File: config.mk
export PLATFORM = sky130hd
export DESIGN_NAME = irq_vector_fetch
export DESIGN_NICKNAME = d
export VERILOG_FILES = /design/src/rtl/ivf_pkg.sv /design/src/rtl/ivf_base_reg.sv /design/src/rtl/ivf_vec_capture.sv /design/src/rtl/ivf_fetch_seq.sv /design/src/rtl/irq_vector_fetch.sv
export SDC_FILE = /design/constraint.sdc
export NUM_CORES = 1
export LEC_CHECK = 0
export BUFFER_PORTS_ARGS = -buffer_cell sky130_fd_sc_hd__buf_4
export CORE_MARGIN = 3
export CORE_UTILIZATION = 57
export CTS_BUF_LIST = sky130_fd_sc_hd__clkbuf_8
export DETAILED_ROUTE_END_ITERATION = 6
export HOLD_SLACK_MARGIN = 0.03
export PLACE_DENSITY = 0.94
export SYNTH_ARGS = -nofsm -noshare
export SYNTH_HDL_FRONTEND = slang
export SYNTH_SLANG_ARGS = --single-unit
File: constraint.sdc
create_clock -name clk -period 3.4 [get_ports clk]
set_input_delay 0.34 -clock clk [delete_from_list [all_inputs] [get_ports clk]]
set_output_delay 0.34 -clock clk [all_outputs]
set_load 0.05 [all_outputs]
File: src/rtl/ivf_pkg.sv
package ivf_pkg;

  typedef enum logic [2:0] {
    ST_IDLE       = 3'd0,
    ST_ACK_VECTOR = 3'd1,
    ST_READ_LO    = 3'd2,
    ST_READ_HI    = 3'd3,
    ST_DONE       = 3'd4
  } ivf_state_t;

endpackage

File: src/rtl/ivf_base_reg.sv
module ivf_base_reg #(
  parameter int DATA_W = 8
) (
  input  logic              clk,
  input  logic              rst,
  input  logic              ld,
  input  logic [DATA_W-1:0] din,
  output logic [DATA_W-1:0] q
);

  always_ff @(posedge clk) begin
    if (rst) begin
      q <= '0;
    end else if (ld) begin
      q <= din;
    end
  end


  base_load_chk: assert property (@(posedge clk) disable iff (rst)
    ld |=> (q == $past(din)));

endmodule

File: src/rtl/ivf_vec_capture.sv
module ivf_vec_capture #(
  parameter int DATA_W = 8,
  localparam int ADDR_W = 2 * DATA_W
) (
  input  logic              clk,
  input  logic              rst,
  input  logic              accept,
  input  logic [DATA_W-1:0] vec_in,
  input  logic [DATA_W-1:0] base_q,
  output logic [ADDR_W-1:0] ptr,
  output logic              err
);

  logic [DATA_W-1:1] vec_hi;
  logic [DATA_W-1:0] low_byte;

  always_ff @(posedge clk) begin
    if (rst) begin
      vec_hi <= '0;
      err    <= 1'b0;
    end else if (accept) begin
      vec_hi <= vec_in[DATA_W-1:1];
      err    <= vec_in[0];
    end
  end

  // table entries are two bytes wide: bit 0 of the pointer is always cleared
  genvar gi;
  generate
    for (gi = 0; gi < DATA_W; gi++) begin : g_low
      if (gi == 0) begin : g_even
        assign low_byte[gi] = 1'b0;
      end else begin : g_copy
        assign low_byte[gi] = vec_hi[gi];
      end
    end
  endgenerate

  assign ptr = {base_q, low_byte};


  err_hold_chk: assert property (@(posedge clk) disable iff (rst)
    !accept |=> $stable(err));

endmodule

File: src/rtl/ivf_fetch_seq.sv
module ivf_fetch_seq
  import ivf_pkg::*;
#(
  parameter int DATA_W = 8,
  localparam int ADDR_W = 2 * DATA_W
) (
  input  logic              clk,
  input  logic              rst,
  input  logic              ack,
  input  logic [ADDR_W-1:0] ptr,
  input  logic              mem_rvalid,
  input  logic [DATA_W-1:0] mem_rdata,
  output logic              accept,
  output logic              mem_req,
  output logic [ADDR_W-1:0] mem_addr,
  output logic              tgt_valid,
  output logic [ADDR_W-1:0] tgt_addr,
  output logic              busy
);

  ivf_state_t        state;
  logic [DATA_W-1:0] lo_q;

  assign accept = (state == ST_IDLE) && ack;
  assign busy   = (state != ST_IDLE);

  always_ff @(posedge clk) begin
    if (rst) begin
      state     <= ST_IDLE;
      mem_req   <= 1'b0;
      mem_addr  <= '0;
      lo_q      <= '0;
      tgt_valid <= 1'b0;
      tgt_addr  <= '0;
    end else begin
      case (state)
        ST_IDLE: begin
          if (ack) state <= ST_ACK_VECTOR;
        end
        ST_ACK_VECTOR: begin
          mem_addr <= ptr;
          mem_req  <= 1'b1;
          state    <= ST_READ_LO;
        end
        ST_READ_LO: begin
          if (mem_rvalid) begin
            lo_q     <= mem_rdata;
            mem_addr <= {mem_addr[ADDR_W-1:1], 1'b1};
            state    <= ST_READ_HI;
          end
        end
        ST_READ_HI: begin
          if (mem_rvalid) begin
            tgt_addr  <= {mem_rdata, lo_q};
            tgt_valid <= 1'b1;
            mem_req   <= 1'b0;
            state     <= ST_DONE;
          end
        end
        ST_DONE: begin
          tgt_valid <= 1'b0;
          state     <= ST_IDLE;
        end
        default: state <= ST_IDLE;
      endcase
    end
  end


  req_hold_chk: assert property (@(posedge clk) disable iff (rst)
    (mem_req && !mem_rvalid) |=> (mem_req && $stable(mem_addr)));


  second_read_chk: assert property (@(posedge clk) disable iff (rst)
    (mem_req && mem_rvalid && !mem_addr[0]) |=>
      (mem_req && mem_addr == $past(mem_addr) + 1'b1));


  one_pulse_chk: assert property (@(posedge clk) disable iff (rst)
    tgt_valid |=> !tgt_valid);


  result_after_hi_chk: assert property (@(posedge clk) disable iff (rst)
    $rose(tgt_valid) |-> $past(mem_req && mem_rvalid && mem_addr[0]));

endmodule

File: src/rtl/irq_vector_fetch.sv
module irq_vector_fetch #(
  parameter int DATA_W = 8,
  localparam int ADDR_W = 2 * DATA_W
) (
  input  logic              clk,
  input  logic              rst,
  input  logic              base_ld,
  input  logic [DATA_W-1:0] base_din,
  input  logic              ack,
  input  logic [DATA_W-1:0] ack_data,
  output logic              mem_req,
  output logic [ADDR_W-1:0] mem_addr,
  input  logic              mem_rvalid,
  input  logic [DATA_W-1:0] mem_rdata,
  output logic              tgt_valid,
  output logic [ADDR_W-1:0] tgt_addr,
  output logic              vec_err,
  output logic              busy
);

  logic [DATA_W-1:0] base_q;
  logic [ADDR_W-1:0] ptr;
  logic              accept;

  ivf_base_reg #(.DATA_W(DATA_W)) u_base (
    .clk (clk),
    .rst (rst),
    .ld  (base_ld),
    .din (base_din),
    .q   (base_q)
  );

  ivf_vec_capture #(.DATA_W(DATA_W)) u_vec (
    .clk    (clk),
    .rst    (rst),
    .accept (accept),
    .vec_in (ack_data),
    .base_q (base_q),
    .ptr    (ptr),
    .err    (vec_err)
  );

  ivf_fetch_seq #(.DATA_W(DATA_W)) u_seq (
    .clk        (clk),
    .rst        (rst),
    .ack        (ack),
    .ptr        (ptr),
    .mem_rvalid (mem_rvalid),
    .mem_rdata  (mem_rdata),
    .accept     (accept),
    .mem_req    (mem_req),
    .mem_addr   (mem_addr),
    .tgt_valid  (tgt_valid),
    .tgt_addr   (tgt_addr),
    .busy       (busy)
  );


  first_read_chk: assert property (@(posedge clk) disable iff (rst)
    $rose(mem_req) |-> (!mem_addr[0] && mem_addr[ADDR_W-1:DATA_W] == $past(base_q)));


  busy_ignore_chk: assert property (@(posedge clk) disable iff (rst)
    (ack && busy) |=> $stable(vec_err));

endmodule

# After elaboration in Yosys (flattened, before gate mapping)
# Index checks and enable logic that the tools add are counted.
# totals
ff_bits,61
input_bits,29
output_inout_bits,36
# op_classes
eq_ne,7
mux,10
bitwise_logic,1
n_reduce_logical,13
# ops
operator,count
16-bit case mux with 2 select lines,1
3-bit case mux with 4 select lines,1
2-bit AND reduction,6
3-bit 2-to-1 mux,3
"3-bit by 2-bit equality test with 1-bit output, second input constant",2
"2-bit != test, second input constant",3
2-bit nonzero test,3
1-bit case mux with 2 select lines,2
"3-bit by 1-bit equality test with 1-bit output, second input constant",1
"3-bit equality test, second input constant",1
3-bit logical NOT,1
1-bit 2-to-1 mux,3
3-bit AND reduction,1
3-bit nonzero test,1
1-bit logical AND,1
1-bit NOT,1

# Depth between registers and ports, before layout
# logic_depth
word_depth,3
mapped_depth,6

# Hierarchy
# A second synthesis with hierarchy kept.
# unflattened
hier_cells,254
area_unflattened_um2,2327.2
# by_module_without_submodules
module,n_inst,cells_per_inst,area_each_um2
ivf_fetch_seq,1,192,1685.4
ivf_vec_capture,1,36,356.6
ivf_base_reg,1,26,285.3

# Least setup slack after synthesis
# OpenSTA, ideal clock, no wires.
# synth_path
path_type,flip-flop to output port
from,register u_seq.state[0]
to,output busy
arrival_ps,1068
t_required_ps,3060
slack_ps,1992
stages_incl_launch_ff,3
path_cell_list,dfxtp_1 > buf_4 > or3_2
# synth_between
elab_chain_len,1
# synth_lines
item,line,rtl
from (decl),ivf_fetch_seq.sv:21,ivf_state_t state;
from (signal assigned),ivf_fetch_seq.sv:29,state <= ST_IDLE;
from (signal assigned),ivf_fetch_seq.sv:38,if (ack) state <= ST_ACK_VECTOR;
from (signal assigned),ivf_fetch_seq.sv:43,state <= ST_READ_LO;
3-bit nonzero test,ivf_fetch_seq.sv:25,assign busy = (state != ST_IDLE);
to (decl),irq_vector_fetch.sv:18,output logic busy
# Every way passes these cells.

# Worst setup path after layout
# layout_path
from,register u_seq.state[2]
to,output busy
# Same word-level chain as after synthesis.

==> summary.txt <==
instance count after placement with tap cells included: 345
CP Data Arrival Time: 1470 ps
DRC marker count from the first detailed-route iteration: 124
NumNets Final: 337
buffers inserted by post-CTS timing repair: 0
horizontal die dimension: 68.7 um
internal portion of total power: 0.00115 W
Hold Vio Cnt, Final: 0
Max IR drop VDD: 0.000373 V
power share of the clock group: 39.9%
Rows: 22
R2R Path End: u_seq.mem_addr[0]$_SDFFE_PP0P_
slew of the pin with the lowest slew margin: 610 ps
number of top-level pins: 65
placed instance area: 2660 um2
worst endpoint required time: 3060 ps
Seq cells post-synth: 61
switching power share of the total: 24.7%
total congestion overflow after global routing: 0
clock latency of the later-clocked register in the worst-skew pair: 330 ps
vias post-DR: 1871
DRC violation count after routing: 0
Worst R2R Start: u_seq.state[0]$_SDFFE_PP0P_
critical path's slowest cell: sky130_fd_sc_hd__or3_2
worst-case hold path end point: u_base.q[6]$_SDFFE_PP0P_
DIE HEIGHT: 68.7 um
CTS Hold Buffers Added: 0
core outline area: 3720 um2
top cell type by total area after synthesis: sky130_fd_sc_hd__dfxtp_1
largest net degree at the start of global routing: 61
clk sinks: 61
setup repair after global routing missed its margin: false
Clock Root Buffer: sky130_fd_sc_hd__clkbuf_8
global placement routability congestion: 0.690
Worst Setup End Kind: primary output
wire length of the first global-routing pass: 7200 um
top-area cell type share of the netlist area: 54.5%
total CTS buffers: 9
top area cells in the synthesized netlist: sky130_fd_sc_hd__dfxtp_1, sky130_fd_sc_hd__nand2_1, sky130_fd_sc_hd__a21oi_1, sky130_fd_sc_hd__mux2i_1, sky130_fd_sc_hd__nor2_1
number of antenna violations at the first check in global routing: 0
Synth cell types: 26
Die Footprint: 4720 um2
cells on worst reg2reg path: 3
leakage component of the power: 1.19 nW
total setup violations reported at the end of the flow: 0
Synth Instances: 252
TritonCTS clock tree: built
Setup Crit Path Kind: reg2out
Worst Hold Launch: base_din[6]
aggregate routed wire length: 4700 um
peak fanout along the critical path: 10
buffer depth of the longest clock path: 2
Avg Synthesized Cell Area: 8.89 um2
FILL cells: 272
post-DR wirelength/cell: 13.0 um
summed instance area of the synthesized netlist: 2240 um2
Final Critical Period: 1810 ps
count of synthesis-stage warnings from yosys: 0
run status: finished, final reports clean
remaining number of nets flagged by the antenna check after routing: 0
cell count of the worst hold path: 3
final cell count without fillers: 361
post-synthesis sequential area ratio: 54.5%
number of vias per cell after detailed routing: 5.18
net switching component of the power: 0.000379 W
critical path cell sequence: or3_2, buf_4
Post-Synthesis Net Count: 281
fraction of power consumed by sequential logic: 49.7%
Fmax achieved: 0.552 GHz
Gates resized, CTS repair: 0
biggest cell delay along the critical path: 510 ps
share of layout cells above drive strength 1: 27.5%
area growth from synthesis to layout: 27.4%
Max-cap violations: 0
Largest delay share family, worst path: simple AND/OR/NAND/NOR gates
normalized max-slew margin: 59.3%
number of H-tree branching levels: 3
Post-Layout Inst Area: 2850 um2
total negative setup slack: 0 ps
number of port buffers: 64
largest clock skew in the final design: 7.23 ps
buffering stage count on the worst path with inverters included: 1
total track usage: 21.3%
sort of element at the start of the critical path: flop
number of max-slew violations in the final report: 0
clock-pin slew of the registers on the worst-case setup and hold paths: 70 ps
number of iterations in the first detailed-routing pass: 4
Hold Path Class: in2reg
combinational power share: 10.5%
Reg2Reg Setup Slack: 1760 ps
Antenna Cells: 0
via count of the first global-routing pass: 1708
post-route fraction of the period consumed by the critical path: 53.3%
starting utilization of the core area: 60.3%
placed wire-length estimate after detailed placement: 3130 um
power density over cell area: 537 nW/um2
-- routing by layer --
layer	vias up	GRT usage (%)	part of all wire, %
met3	14	7.62	8.6
met4	0	12.7	2.6
li1	938	-	-
met2	69	36.0	48
met1	850	22.5	41
met5	-	0	0
-- cells in the mapped netlist --
master and count:
sky130_fd_sc_hd__clkbuf_1 6, sky130_fd_sc_hd__o31ai_1 1, sky130_fd_sc_hd__dfxtp_1 61, sky130_fd_sc_hd__a31oi_1 1, sky130_fd_sc_hd__nand2_1 78, sky130_fd_sc_hd__nor3b_4 1
sky130_fd_sc_hd__mux2i_1 17, sky130_fd_sc_hd__buf_1 1, sky130_fd_sc_hd__a21oi_1 41, sky130_fd_sc_hd__nand4b_2 1, sky130_fd_sc_hd__buf_2 3, sky130_fd_sc_hd__nand3b_1 1
sky130_fd_sc_hd__or3_2 1, sky130_fd_sc_hd__nor2_1 20, sky130_fd_sc_hd__a21oi_2 1, sky130_fd_sc_hd__buf_6 3, sky130_fd_sc_hd__o21ai_0 2, sky130_fd_sc_hd__and4bb_2 1
sky130_fd_sc_hd__buf_4 5, sky130_fd_sc_hd__or3b_1 1, sky130_fd_sc_hd__or4b_1 1, sky130_fd_sc_hd__and4b_2 1, sky130_fd_sc_hd__and2_1 1, sky130_fd_sc_hd__nor4b_4 1
sky130_fd_sc_hd__clkbuf_2 1, sky130_fd_sc_hd__inv_1 1
-- power groups by stage --
stage | clock network, W | logic (W) | registers [W]
after detailed placement | 0 | 0.000161 | 0.000776
after global routing | 0.000648 | 0.000174 | 0.000764
after global placement | 0 | 0.000157 | 0.000775
final | 0.000611 | 0.000160 | 0.000761
after floorplan | 0 | 0.0000918 | 0.000796
after CTS | 0.000618 | 0.000162 | 0.000761
-- kinds of logic (layout without fill, tap and decap cells) --
kind of cell           count (synthesis)  count (layout)  synth area share (%)
and+or+nand+nor                      108             108                  21.8
DFF                                   61              61                  54.5
AOI/OAI and AO/OA                     46              46                  10.6
buffers and inverters                 20              81                  5.42
muxes                                 17              17                  7.60
-- layout by cell type (no fill, tap or decap), types with 2 or more instances in the layout --
cell | netlist | routed
sky130_fd_sc_hd__a21oi_1 | 41 | 41
sky130_fd_sc_hd__clkbuf_8 | 0 | 10
sky130_fd_sc_hd__nand2_1 | 78 | 78
sky130_fd_sc_hd__dfxtp_1 | 61 | 61
sky130_fd_sc_hd__inv_1 | 1 | 2
sky130_fd_sc_hd__buf_4 | 5 | 64
sky130_fd_sc_hd__nor2_1 | 20 | 20
sky130_fd_sc_hd__o21ai_0 | 2 | 2
sky130_fd_sc_hd__mux2i_1 | 17 | 17
sky130_fd_sc_hd__clkinv_2 | 0 | 4
-- sequential cells by signal, indices dropped and copies added, names as in the netlist --
register	cells
u_seq.tgt_valid	1
u_seq.state	3
u_seq.mem_req	1
u_seq.mem_addr	16
u_base.q	8
u_vec.err	1
u_seq.tgt_addr	16
u_vec.vec_hi	7
u_seq.lo_q	8
-- worst max-delay path by stage --
stage | slack (ps) | cells after the start | startpoint | to
global route | 1540 | 2 | u_seq.state[2]$_SDFFE_PP0P_ | busy
detailed placement | 1750 | 3 | u_seq.state[0]$_SDFFE_PP0P_ | u_seq.mem_addr[0]$_SDFFE_PP0P_
finish | 1590 | 2 | u_seq.state[2]$_SDFFE_PP0P_ | busy
CTS | 1580 | 2 | u_seq.state[2]$_SDFFE_PP0P_ | busy
floorplan | 1990 | 2 | u_seq.state[0]$_SDFFE_PP0P_ | busy
global placement | 1840 | 3 | u_seq.state[0]$_SDFFE_PP0P_ | u_seq.mem_addr[0]$_SDFFE_PP0P_
-- cell type report --
| cell class | instances | area (um2) | area share, % |
|---|---|---|---|
| multi-input combinational | 171 | 897 | 31.4 |
| tap | 48 | 60.1 | 2.10 |
| timing repair buffer | 64 | 480 | 16.8 |
| clock buffer | 10 | 138 | 4.82 |
| inverter | 1 | 3.75 | 0.132 |
| sequential | 61 | 1220 | 42.8 |
| clock inverter | 6 | 53.8 | 1.89 |
-- tightest hold or removal path, stage by stage --
cell	delay [ps]
sky130_fd_sc_hd__buf_4	80
sky130_fd_sc_hd__mux2i_1	50
sky130_fd_sc_hd__nor2_1	70
-- stage by stage --
| stage | setup slack (ps) | total power, W | utilization [%] | hold WS, ps |
|---|---|---|---|---|
| floorplan | 1990 | 0.000888 | - | 431 |
| global placement | 1840 | 0.000932 | 71.6 | 438 |
| detailed placement | 1750 | 0.000937 | 71.6 | 443 |
| CTS | 1580 | 0.00154 | 76.8 | 244 |
| global route | 1540 | 0.00159 | 76.8 | 252 |
| finish | 1590 | 0.00153 | 76.8 | 252 |
Power figures use the tool's default switching activity.
